File: config.mk
export PLATFORM = sky130hd
export DESIGN_NAME = spi_page_xfer
export DESIGN_NICKNAME = d
export VERILOG_FILES = /design/src/rtl/spi_page_pkg.sv /design/src/rtl/spi_byte_shifter.sv /design/src/rtl/spi_dev_reset.sv /design/src/rtl/spi_page_fsm.sv /design/src/rtl/spi_page_xfer.sv
export SDC_FILE = /design/constraint.sdc
export NUM_CORES = 1
export LEC_CHECK = 0
export BUFFER_PORTS_ARGS = -buffer_cell sky130_fd_sc_hd__buf_2
export CORE_MARGIN = 1
export CORE_UTILIZATION = 60
export DETAILED_ROUTE_END_ITERATION = 7
export PLACE_DENSITY = 0.8
export SLEW_MARGIN = 10
export SYNTH_ARGS = -nofsm -noshare
export SYNTH_HDL_FRONTEND = slang
export SYNTH_HIERARCHICAL = 1
export SYNTH_SLANG_ARGS = --single-unit
export TNS_END_PERCENT = 30
File: constraint.sdc
create_clock -name clk -period 3.05 [get_ports clk]
set_input_delay 0.1525 -clock clk [delete_from_list [all_inputs] [get_ports clk]]
set_output_delay 0.1525 -clock clk [all_outputs]
set_load 0.02 [all_outputs]
File: src/rtl/spi_page_pkg.sv
package spi_page_pkg;

  typedef enum logic [2:0] {
    SQ_IDLE,
    SQ_HDR,
    SQ_DATA,
    SQ_GAP,
    SQ_POLL,
    SQ_DONE
  } seq_state_t;

  localparam int ADDR_BYTES = 3;

  // Address byte k (0..2) of the command header for a given page
  function automatic logic [7:0] addr_byte(input logic [31:0] pg, input int unsigned k);
    if (k == 0) return 8'(pg >> 6);
    if (k == 1) return 8'(pg << 2);
    return 8'h00;
  endfunction

  // Header byte k: opcode, then address bytes, then zero filler
  function automatic logic [7:0] hdr_byte(input logic [7:0] op, input logic [31:0] pg,
                                          input int unsigned k);
    if (k == 0) return op;
    if (k <= ADDR_BYTES) return addr_byte(pg, k - 1);
    return 8'h00;
  endfunction

endpackage

File: src/rtl/spi_byte_shifter.sv
module spi_byte_shifter #(
  parameter int SCK_DIV = 2
) (
  input  logic       clk,
  input  logic       rst_n,
  input  logic       go,
  input  logic [7:0] tx,
  input  logic       miso,
  output logic       sck,
  output logic       mosi,
  output logic       busy,
  output logic       done,
  output logic [7:0] rx
);
  localparam int HALF = SCK_DIV / 2;
  localparam int CW = (HALF > 1) ? $clog2(HALF) : 1;
  localparam logic [CW-1:0] HALF_LAST = CW'(HALF - 1);

  logic [CW-1:0] cnt;
  logic [2:0]    bitn;
  logic [7:0]    tsh;
  logic [7:0]    rsh;

  assign mosi = tsh[7];

  always_ff @(posedge clk or negedge rst_n) begin
    if (!rst_n) begin
      cnt  <= '0;
      bitn <= '0;
      tsh  <= '0;
      rsh  <= '0;
      rx   <= '0;
      sck  <= 1'b0;
      busy <= 1'b0;
      done <= 1'b0;
    end else begin
      done <= 1'b0;
      if (go && !busy) begin
        busy <= 1'b1;
        tsh  <= tx;
        cnt  <= '0;
        bitn <= '0;
        sck  <= 1'b0;
      end else if (busy) begin
        if (cnt == HALF_LAST) begin
          cnt <= '0;
          if (!sck) begin
            sck <= 1'b1;
            rsh <= {rsh[6:0], miso};
          end else begin
            sck <= 1'b0;
            if (bitn == 3'd7) begin
              busy <= 1'b0;
              done <= 1'b1;
              rx   <= rsh;
            end else begin
              bitn <= bitn + 3'd1;
              tsh  <= {tsh[6:0], 1'b0};
            end
          end
        end else begin
          cnt <= cnt + 1'b1;
        end
      end
    end
  end
endmodule

File: src/rtl/spi_dev_reset.sv
module spi_dev_reset #(
  parameter int RST_CYCLES = 16
) (
  input  logic clk,
  input  logic rst_n,
  output logic dev_rst_n
);
  localparam int CW = $clog2(RST_CYCLES + 1);
  localparam logic [CW-1:0] LAST = CW'(RST_CYCLES - 1);

  logic [CW-1:0] cnt;

  always_ff @(posedge clk or negedge rst_n) begin
    if (!rst_n) begin
      cnt       <= '0;
      dev_rst_n <= 1'b0;
    end else if (!dev_rst_n) begin
      if (cnt == LAST) dev_rst_n <= 1'b1;
      else             cnt <= cnt + 1'b1;
    end
  end
endmodule

File: src/rtl/spi_page_fsm.sv
module spi_page_fsm
  import spi_page_pkg::*;
#(
  parameter int          PAGE_BYTES  = 512,
  parameter int          PAGE_W      = 16,
  parameter int          DUMMY_BYTES = 4,
  parameter int          POLL_MAX    = 10000,
  parameter logic [7:0]  RD_OP       = 8'hD2,
  parameter logic [7:0]  WR_OP       = 8'h82,
  parameter logic [7:0]  ST_OP       = 8'hD7
) (
  input  logic              clk,
  input  logic              rst_n,
  input  logic              dev_ready,
  input  logic              start,
  input  logic              wr,
  input  logic [PAGE_W-1:0] page,
  output logic              busy,
  output logic              done,
  output logic              timeout,
  input  logic [7:0]        wdata,
  input  logic              wvalid,
  output logic              wready,
  output logic [7:0]        rdata,
  output logic              rvalid,
  input  logic              rready,
  output logic              cs_n,
  output logic              sh_go,
  output logic [7:0]        sh_tx,
  input  logic              sh_busy,
  input  logic              sh_done,
  input  logic [7:0]        sh_rx
);
  localparam int IDX_W = $clog2(PAGE_BYTES + DUMMY_BYTES + ADDR_BYTES + 2);
  localparam int PC_W  = $clog2(POLL_MAX + 1);
  localparam logic [IDX_W-1:0] LAST_DATA   = IDX_W'(PAGE_BYTES - 1);
  localparam logic [IDX_W-1:0] RD_HDR_LAST = IDX_W'(ADDR_BYTES + DUMMY_BYTES);
  localparam logic [IDX_W-1:0] WR_HDR_LAST = IDX_W'(ADDR_BYTES);
  localparam logic [PC_W-1:0]  POLL_LAST   = PC_W'(POLL_MAX - 1);

  seq_state_t        state;
  logic [IDX_W-1:0]  idx;
  logic [PC_W-1:0]   polls;
  logic [PAGE_W-1:0] page_q;
  logic              wr_q;
  logic              inflight;
  logic [IDX_W-1:0]  hdr_last;

  assign hdr_last = wr_q ? WR_HDR_LAST : RD_HDR_LAST;
  assign wready   = (state == SQ_DATA) && wr_q && !inflight;
  assign busy     = (state != SQ_IDLE) || !dev_ready;

  always_ff @(posedge clk or negedge rst_n) begin
    if (!rst_n) begin
      state    <= SQ_IDLE;
      idx      <= '0;
      polls    <= '0;
      page_q   <= '0;
      wr_q     <= 1'b0;
      inflight <= 1'b0;
      done     <= 1'b0;
      timeout  <= 1'b0;
      rdata    <= '0;
      rvalid   <= 1'b0;
      cs_n     <= 1'b1;
      sh_go    <= 1'b0;
      sh_tx    <= '0;
    end else begin
      sh_go <= 1'b0;
      done  <= 1'b0;
      case (state)
        SQ_IDLE: if (start && dev_ready) begin
          page_q  <= page;
          wr_q    <= wr;
          idx     <= '0;
          polls   <= '0;
          timeout <= 1'b0;
          cs_n    <= 1'b0;
          state   <= SQ_HDR;
        end
        SQ_HDR: begin
          if (!inflight && !sh_busy) begin
            sh_go    <= 1'b1;
            sh_tx    <= hdr_byte(wr_q ? WR_OP : RD_OP, 32'(page_q), 32'(idx));
            inflight <= 1'b1;
          end else if (inflight && sh_done) begin
            inflight <= 1'b0;
            if (idx == hdr_last) begin
              idx   <= '0;
              state <= SQ_DATA;
            end else begin
              idx <= idx + 1'b1;
            end
          end
        end
        SQ_DATA: begin
          if (wr_q) begin
            if (wvalid && wready) begin
              sh_go    <= 1'b1;
              sh_tx    <= wdata;
              inflight <= 1'b1;
            end else if (inflight && sh_done) begin
              inflight <= 1'b0;
              if (idx == LAST_DATA) begin
                cs_n  <= 1'b1;
                state <= SQ_GAP;
              end else begin
                idx <= idx + 1'b1;
              end
            end
          end else begin
            if (!inflight && !rvalid) begin
              sh_go    <= 1'b1;
              sh_tx    <= 8'h00;
              inflight <= 1'b1;
            end else if (inflight && sh_done) begin
              inflight <= 1'b0;
              rdata    <= sh_rx;
              rvalid   <= 1'b1;
            end else if (rvalid && rready) begin
              rvalid <= 1'b0;
              if (idx == LAST_DATA) begin
                cs_n  <= 1'b1;
                state <= SQ_DONE;
              end else begin
                idx <= idx + 1'b1;
              end
            end
          end
        end
        SQ_GAP: begin
          cs_n  <= 1'b0;
          idx   <= '0;
          state <= SQ_POLL;
        end
        SQ_POLL: begin
          if (!inflight && !sh_busy) begin
            sh_go    <= 1'b1;
            sh_tx    <= (idx == '0) ? ST_OP : 8'h00;
            inflight <= 1'b1;
          end else if (inflight && sh_done) begin
            inflight <= 1'b0;
            if (idx == '0) begin
              idx <= idx + 1'b1;
            end else begin
              cs_n  <= 1'b1;
              polls <= polls + 1'b1;
              if (sh_rx[7]) begin
                state <= SQ_DONE;
              end else if (polls == POLL_LAST) begin
                timeout <= 1'b1;
                state   <= SQ_DONE;
              end else begin
                state <= SQ_GAP;
              end
            end
          end
        end
        SQ_DONE: begin
          done  <= 1'b1;
          state <= SQ_IDLE;
        end
        default: state <= SQ_IDLE;
      endcase
    end
  end
endmodule

File: src/rtl/spi_page_xfer.sv
module spi_page_xfer #(
  parameter int          PAGE_BYTES  = 512,
  parameter int          PAGE_W      = 16,
  parameter int          DUMMY_BYTES = 4,
  parameter int          SCK_DIV     = 2,
  parameter int          POLL_MAX    = 10000,
  parameter int          RST_CYCLES  = 16,
  parameter logic [7:0]  RD_OP       = 8'hD2,
  parameter logic [7:0]  WR_OP       = 8'h82,
  parameter logic [7:0]  ST_OP       = 8'hD7
) (
  input  logic              clk,
  input  logic              rst_n,
  input  logic              start,
  input  logic              wr,
  input  logic [PAGE_W-1:0] page,
  output logic              busy,
  output logic              done,
  output logic              timeout,
  input  logic [7:0]        wdata,
  input  logic              wvalid,
  output logic              wready,
  output logic [7:0]        rdata,
  output logic              rvalid,
  input  logic              rready,
  output logic              cs_n,
  output logic              sck,
  output logic              mosi,
  input  logic              miso,
  output logic              dev_rst_n
);
  // Internal events brought out for the checker
  logic       sh_go;
  logic [7:0] sh_tx;
  logic       sh_busy;
  logic       sh_done;
  logic [7:0] sh_rx;

  spi_dev_reset #(.RST_CYCLES(RST_CYCLES)) u_rst (
    .clk      (clk),
    .rst_n    (rst_n),
    .dev_rst_n(dev_rst_n)
  );

  spi_byte_shifter #(.SCK_DIV(SCK_DIV)) u_shift (
    .clk (clk),
    .rst_n(rst_n),
    .go  (sh_go),
    .tx  (sh_tx),
    .miso(miso),
    .sck (sck),
    .mosi(mosi),
    .busy(sh_busy),
    .done(sh_done),
    .rx  (sh_rx)
  );

  spi_page_fsm #(
    .PAGE_BYTES (PAGE_BYTES),
    .PAGE_W     (PAGE_W),
    .DUMMY_BYTES(DUMMY_BYTES),
    .POLL_MAX   (POLL_MAX),
    .RD_OP      (RD_OP),
    .WR_OP      (WR_OP),
    .ST_OP      (ST_OP)
  ) u_fsm (
    .clk      (clk),
    .rst_n    (rst_n),
    .dev_ready(dev_rst_n),
    .start    (start),
    .wr       (wr),
    .page     (page),
    .busy     (busy),
    .done     (done),
    .timeout  (timeout),
    .wdata    (wdata),
    .wvalid   (wvalid),
    .wready   (wready),
    .rdata    (rdata),
    .rvalid   (rvalid),
    .rready   (rready),
    .cs_n     (cs_n),
    .sh_go    (sh_go),
    .sh_tx    (sh_tx),
    .sh_busy  (sh_busy),
    .sh_done  (sh_done),
    .sh_rx    (sh_rx)
  );
endmodule

==> flow_summary.yaml, run 1 <==
logic_synthesis:
  synthArstFlopShare_pct: 100
  synth.top_cell.area_share_pct: 47.2
  synth_edf_count: 0
  syn-num-nets: 548
  synth-seq-cells: 100
  yosysTopAreaCell: "dfrtp_1"
  synth-main-ff-cell: "dfrtp_1"
  ys.warnings.count: 6
  netlist_instances: 507
  netlist_top_cells_area: "dfrtp_1, mux2_2, nand2_1, nor2_1, ha_1"
  yosys.cell_types.count: 70
  syn-cell-area_mm2: 0.00525
  ys_seq_area_share_pct: 47.7
  postSynthAreaPerCell_um2: 10.4
sta:
  slew_headroom_pct: 54.6
  fin_skew_ns: 0.00878
  rsz0062_at_grt: "no"
  fin_crit_ns: 2.62
  slew_viol_final: 0
  fin_setup_tns_ns: 0
  finalCritPeriodShare_pct: 85.9
  finalSetupViolCount: 0
  final_hold_viol_count: 0
  worstMarginPinSlew_ns: 0.681
  fmax_mhz: 382
clock_network:
  cts_tree: "yes"
  numCtsBuffers: 9
  cts-root-buf: "clkbuf_8"
  cts_max_path_buffers: 2
  cts.sinks: 100
  worst_skew_pair.late_latency_ns: 0.36
  path_clk_slew_ns: 0.09
  cts-htree-levels: 3
finish:
  drive_gt1_share_pct: 22.7
  seqCellArea_mm2: 0.00250
  fill_cells: 655
  final_nets: 589
  multi_input_area_mm2: 0.00254
  area_delta_synth_final_pct: 9.86
  final_area_mm2: 0.00577
  n_antenna_cell: 0
  instances_no_fill: 656
worst_setup_path:
  r2r_start: "u_fsm/idx[3]"
  crit_arrival_ns: 2.93
  rrSetupSlack_ns: 0.43
  setup.worst_path.end_class: "flip-flop"
  critPathKind: "flip-flop to flip-flop"
  worst_ep_required_time_ns: 3.35
  r2r_end: "u_fsm/idx[3]"
  start_kind: "flip-flop"
  crit_fanout: 12
  reg2reg_depth: 5
power_and_ir_drop:
  powerDensity_mw_per_mm2: 699
  p_sw_mw: 1.38
  internal_power_mw: 2.65
  power.share.switching_pct: 34.2
  vdd_ir_drop_max_uv: 331
  p_seq_share_pct: 46.0
  p_leak_nw: 2.63
  pwr-share-comb_pct: 31.3
  p_clk_share_pct: 22.6
placement:
  place_inst: 641
  dp_hpwl_um: 7840
  port_buffers: 45
  place_area_mm2: 0.00555
  gp_congestion: 0.868
drt:
  viasPerCell: 6.17
  detail-route-antenna-nets: 0
  initialDrtViolationCount: 311
  first_pass_iters: 6
  routed_wl_um: 11200
  wl_per_cell_um: 17.1
  num_vias: 4047
  drc: 0
min_path:
  min_to: "u_fsm/page_q[2]"
  hold_class: "primary input to flip-flop"
  holdPathStages: 2
  min_from: "page[2]"
grt:
  grt_pass1_vias: 3765
  overflow: 0
  grt_use_total_pct: 26.1
  grt_max_degree: 57
  grt_pass1_wl_um: 18200
  antenna_found_initial: 0
outcome:
  outcome: "finished clean"
die:
  core-area_mm2: 0.00834
  dieArea_mm2: 0.00913
  chipHeight_um: 95.6
  start_util_pct: 63.0
  rows: 33
  fp.dieW_um: 95.6
  io_pins: 48
job:
  max-cap-violations: 0
critical path, cell delays in order (launching register included):
cell      delay, ns
dfrtp_1        0.54
nor4_2         0.51
nand3_2        0.22
a2111o_1       0.65
nor3b_4        0.44
a22o_1         0.21
worst max-delay path by stage:
| stage | from | to | slack (ns) | cells after the start |
|---|---|---|---|---|
| finish | u_fsm/idx[3] | u_fsm/idx[3] | 0.43 | 5 |
| global route | u_fsm/idx[3] | u_fsm/idx[3] | 0.29 | 5 |
| CTS | u_fsm/idx[3] | u_fsm/idx[3] | 0.44 | 5 |
| detailed placement | u_fsm/idx[3] | u_fsm/idx[3] | 0.47 | 5 |
| global placement | u_fsm/idx[3] | u_fsm/idx[2] | 0.54 | 5 |
| floorplan | u_fsm/idx[8] | u_fsm/idx[8] | 0.78 | 7 |
cell usage after synthesis, types with 7 or more instances:
master,n
o21ai_0,15
or3_1,7
xor2_1,11
a21oi_1,15
a211o_1,7
o31ai_1,9
and2_1,7
o2111ai_1,7
ha_1,10
a31oi_1,12
nand3_1,12
dfrtp_1,99
nand4_1,7
nand2_1,51
a22o_1,8
nor3_1,9
nand2b_1,7
nor2_1,49
mux2_2,26
o211ai_1,7
clkbuf_1,15
mux2_1,7
inv_1,11
mux2_4,8
sequential cells by signal (all words and copies together), names as in the netlist, 3 cells and up:
| name | flops |
|---|---|
| u_rst/cnt | 5 |
| u_shift/rsh | 8 |
| u_fsm/rdata | 8 |
| u_fsm/idx | 10 |
| u_fsm/sh_tx | 8 |
| u_fsm/page_q | 14 |
| u_shift/rx | 8 |
| u_fsm/polls | 14 |
| u_shift/bitn | 3 |
| u_shift/tsh | 8 |
| u_fsm/state | 3 |
area by class of cell:
| type | count | share of cell area [%] |
|---|---|---|
| inverters | 12 | 0.781 |
| multi-input cells | 365 | 44.0 |
| well taps | 105 | 2.28 |
| flip-flops and latches | 100 | 43.4 |
| repair buffers | 60 | 5.94 |
| clock buffers | 9 | 2.15 |
| clock inverters | 5 | 1.50 |
placed cells by master (no fill, tap or decap), types with 8 or more instances in the layout:
cell type   n
mux2_4      8
dfrtp_1    99
ha_1       10
xor2_1     11
nand2_1    51
buf_2      44
buf_4      15
a21oi_1    15
a22o_1      8
clkbuf_8    9
nor2_1     48
o31ai_1     9
a31oi_1    12
nor3_1      9
o21ai_0    15
inv_1      11
mux2_2     26
nand3_1    12
per-stage QoR:
stage,utilization [%],hold slack [ns],power [mW],setup WS [ns]
after CTS,69.2,0.00284,4.06,0.441
final,69.2,0.0156,4.03,0.429
after floorplan,-,-0.143,2.77,0.776
after global placement,66.5,0.234,3.06,0.542
after global routing,69.2,0.00259,4.26,0.291
after detailed placement,66.5,0.244,3.14,0.467
power by group through the flow:
stage	sequential (mW)	clock (mW)	combinational, mW
final	1.86	0.912	1.26
after global routing	1.90	0.986	1.37
after CTS	1.85	0.942	1.27
after detailed placement	1.88	0	1.26
after global placement	1.85	0	1.21
after floorplan	1.89	0	0.879
kinds of logic after synthesis:
kind of cell	synth area share [%]
mux	10.1
compound gates	14.1
flops	47.7
fa+ha+maj	2.38
simple gates	18.9
buf+inv	4.07
xor+xnor	2.67
timing repair:
item                      4_1_cts  5_1_grt
buffers inserted                0        0
hold buffers                    1        0
hold endpoints to repair       54        0
gates resized for setup         0        0
layer usage:
metal	vias up	part of all wire, %	global-route usage [%]
met2	122	49	40.4
met3	27	5.4	5.58
met4	0	2.2	8.58
li1	1904	-	-
met1	1994	44	36.5
met5	-	0	0
Note: power is estimated with default switching activity, not from simulation.
==> run 2: changes to the inputs <==
--- a/config.mk
+++ b/config.mk
@@ -6,10 +6,10 @@
 export NUM_CORES = 1
 export LEC_CHECK = 0
 export BUFFER_PORTS_ARGS = -buffer_cell sky130_fd_sc_hd__buf_2
-export CORE_MARGIN = 1
+export CORE_MARGIN = 4
 export CORE_UTILIZATION = 60
 export DETAILED_ROUTE_END_ITERATION = 7
-export PLACE_DENSITY = 0.8
+export PLACE_DENSITY = 0.81
 export SLEW_MARGIN = 10
 export SYNTH_ARGS = -nofsm -noshare
 export SYNTH_HDL_FRONTEND = slang
==> run 2 against run 1 <==
Net effect: global-route usage shrank 2.4 points; largest cell class unchanged; sequential power is essentially flat; design area grew 1.7%; combinational power is essentially flat; utilization grew 0.84 points; clock skew grew 0.0090 ns; first-iteration DRC count grew 19%; largest power group unchanged.
==> flow_summary.yaml, run 2 (synthesis gave the netlist of run 1 again) <==
grt:
  grt_pass1_vias: 3921
  antenna_found_initial: 0
  grt_pass1_wl_um: 19200
  grt_max_degree: 48
  overflow: 0
  grt_use_total_pct: 23.7
finish:
  final_common_cell: "dfrtp_1"
  instances_no_fill: 667
  n_antenna_cell: 0
  final_area_mm2: 0.00587
  final_core_util_pct: 70.0
  seqCellArea_mm2: 0.00250
  final_nets: 598
  mostFrequentLayoutCells: "dfrtp_1, nand2_1, nor2_1"
  fill_cells: 637
  area_delta_synth_final_pct: 11.7
  drive_gt1_share_pct: 23.3
  largest_registers: "u_fsm/page_q x14, u_fsm/polls x14, u_fsm/idx x10"
  multi_input_area_mm2: 0.00254
placement:
  gp_congestion: 0.893
  dp_hpwl_um: 8160
  dpl_worst_slack_ns: 0.490
  place_inst: 645
  place_area_mm2: 0.00558
  port_buffers: 45
clock_network:
  hold_buffers: 6
  post_cts_buffers: 0
  cts_max_path_buffers: 2
  numCtsBuffers: 9
  cts_resized: 0
  cts.sinks: 100
  cts-htree-levels: 3
  cts_tree: "yes"
  path_clk_slew_ns: 0.10
  cts-root-buf: "clkbuf_8"
  worst_skew_pair.late_latency_ns: 0.38
worst_setup_path:
  reg2reg_depth: 5
  worstPathCellList: "nor4_4 -> nand3_2 -> a2111o_1 -> a211o_2 -> a22o_1"
  r2r_start: "u_fsm/idx[7]"
  rrSetupSlack_ns: 0.43
  r2r_end: "u_fsm/idx[2]"
  critPathBufInv: 0
  cp-startpoint: "u_fsm/idx[7]"
  start_kind: "flip-flop"
  crit_family: "compound AO/OA/AOI/OAI gates"
  slowest_stage: "a2111o_1"
  crit_arrival_ns: 2.89
  critPathKind: "flip-flop to flip-flop"
  setup.worst_path.end_class: "flip-flop"
  crit_fanout: 12
  worst_ep_required_time_ns: 3.32
  max_stage_delay_ns: 0.66
power_and_ir_drop:
  p_leak_nw: 2.68
  p_seq_share_pct: 45.4
  power_mw: 4.09
  vdd_ir_drop_max_uv: 349
  p_clk_share_pct: 23.6
  powerDensity_mw_per_mm2: 696
  pwr-share-comb_pct: 31.0
  power.share.switching_pct: 34.2
  internal_power_mw: 2.69
  p_sw_mw: 1.40
sta:
  fin_setup_tns_ns: 0
  fin_crit_ns: 2.62
  slew_headroom_pct: 57.2
  finalCritPeriodShare_pct: 85.9
  slew_viol_final: 0
  finalSetupViolCount: 0
  fmax_mhz: 382
  fin_hold_ws_ns: 0.0141
  worstMarginPinSlew_ns: 0.642
  timing.final.ws_setup_ns: 0.429
  fin_skew_ns: 0.0178
  final_hold_viol_count: 0
  rsz0062_at_grt: "no"
die:
  fp.dieW_um: 102
  core-area_mm2: 0.00838
  chipHeight_um: 102
  rows: 33
  io_pins: 48
  dieArea_mm2: 0.0103
  start_util_pct: 62.7
drt:
  initialDrtViolationCount: 369
  drc: 0
  detail-route-antenna-nets: 0
  viasPerCell: 6.12
  num_vias: 4084
  first_pass_iters: 7
  wl_per_cell_um: 17.2
  routed_wl_um: 11500
min_path:
  holdPathStages: 2
  hold_class: "primary input to flip-flop"
  min_from: "page[13]"
  min_to: "u_fsm/page_q[13]"
job:
  max-cap-violations: 0
outcome:
  outcome: "finished clean"
[run 2: changes by cell type in the layout (fill, tap and decap cells not counted), sizes merged]
cell         before  now
buf              59   63
clkbuf            9   10
dlygate4sd3       1    6
inv              14   15
[run 2: worst max path at each step]
| stage | to | slack [ns] | depth (start not counted) |
|---|---|---|---|
| 6_report | u_fsm/idx[2] | 0.43 | 5 |
| 5_1_grt | u_fsm/idx[3] | 0.24 | 5 |
| 4_1_cts | u_fsm/idx[8] | 0.46 | 7 |
| 3_5_place_dp | u_fsm/idx[3] | 0.49 | 5 |
| 3_3_place_gp | u_fsm/idx[3] | 0.54 | 5 |
| 2_1_floorplan | u_fsm/idx[8] | 0.78 | 7 |
[run 2: cell type report]
cell class / count / share of cell area (%)
Timing Repair Buffer: 69 / 7.21
Clock inverter: 6 / 1.56
Sequential cell: 100 / 42.7
Multi-Input combinational cell: 365 / 43.2
Inverter: 12 / 0.767
Clock buffer: 10 / 2.34
Tap cell: 105 / 2.24
[run 2: power by group through the flow]
stage | Clock, mW | Sequential [mW] | Combinational (mW)
floorplan | 0 | 1.89 | 0.879
global placement | 0 | 1.85 | 1.20
detailed placement | 0 | 1.88 | 1.26
CTS | 0.977 | 1.86 | 1.27
global route | 1.02 | 1.90 | 1.40
finish | 0.964 | 1.86 | 1.27
[run 2: routing by layer]
metal | vias to the layer above | share of wire, % | GRT usage [%]
met5 | - | 0 | 0
met4 | 0 | 1.7 | 6.34
met3 | 15 | 5.6 | 5.44
met2 | 137 | 49 | 38.3
met1 | 2007 | 43 | 32.3
li1 | 1925 | - | -
[run 2: worst register-to-register path, delay by kind of cell (launching register included)]
kind             cells  cell delay, ns
AO/OA/AOI/OAI        3            1.26
AND/OR/NAND/NOR      2            0.75
flip-flops           1            0.51
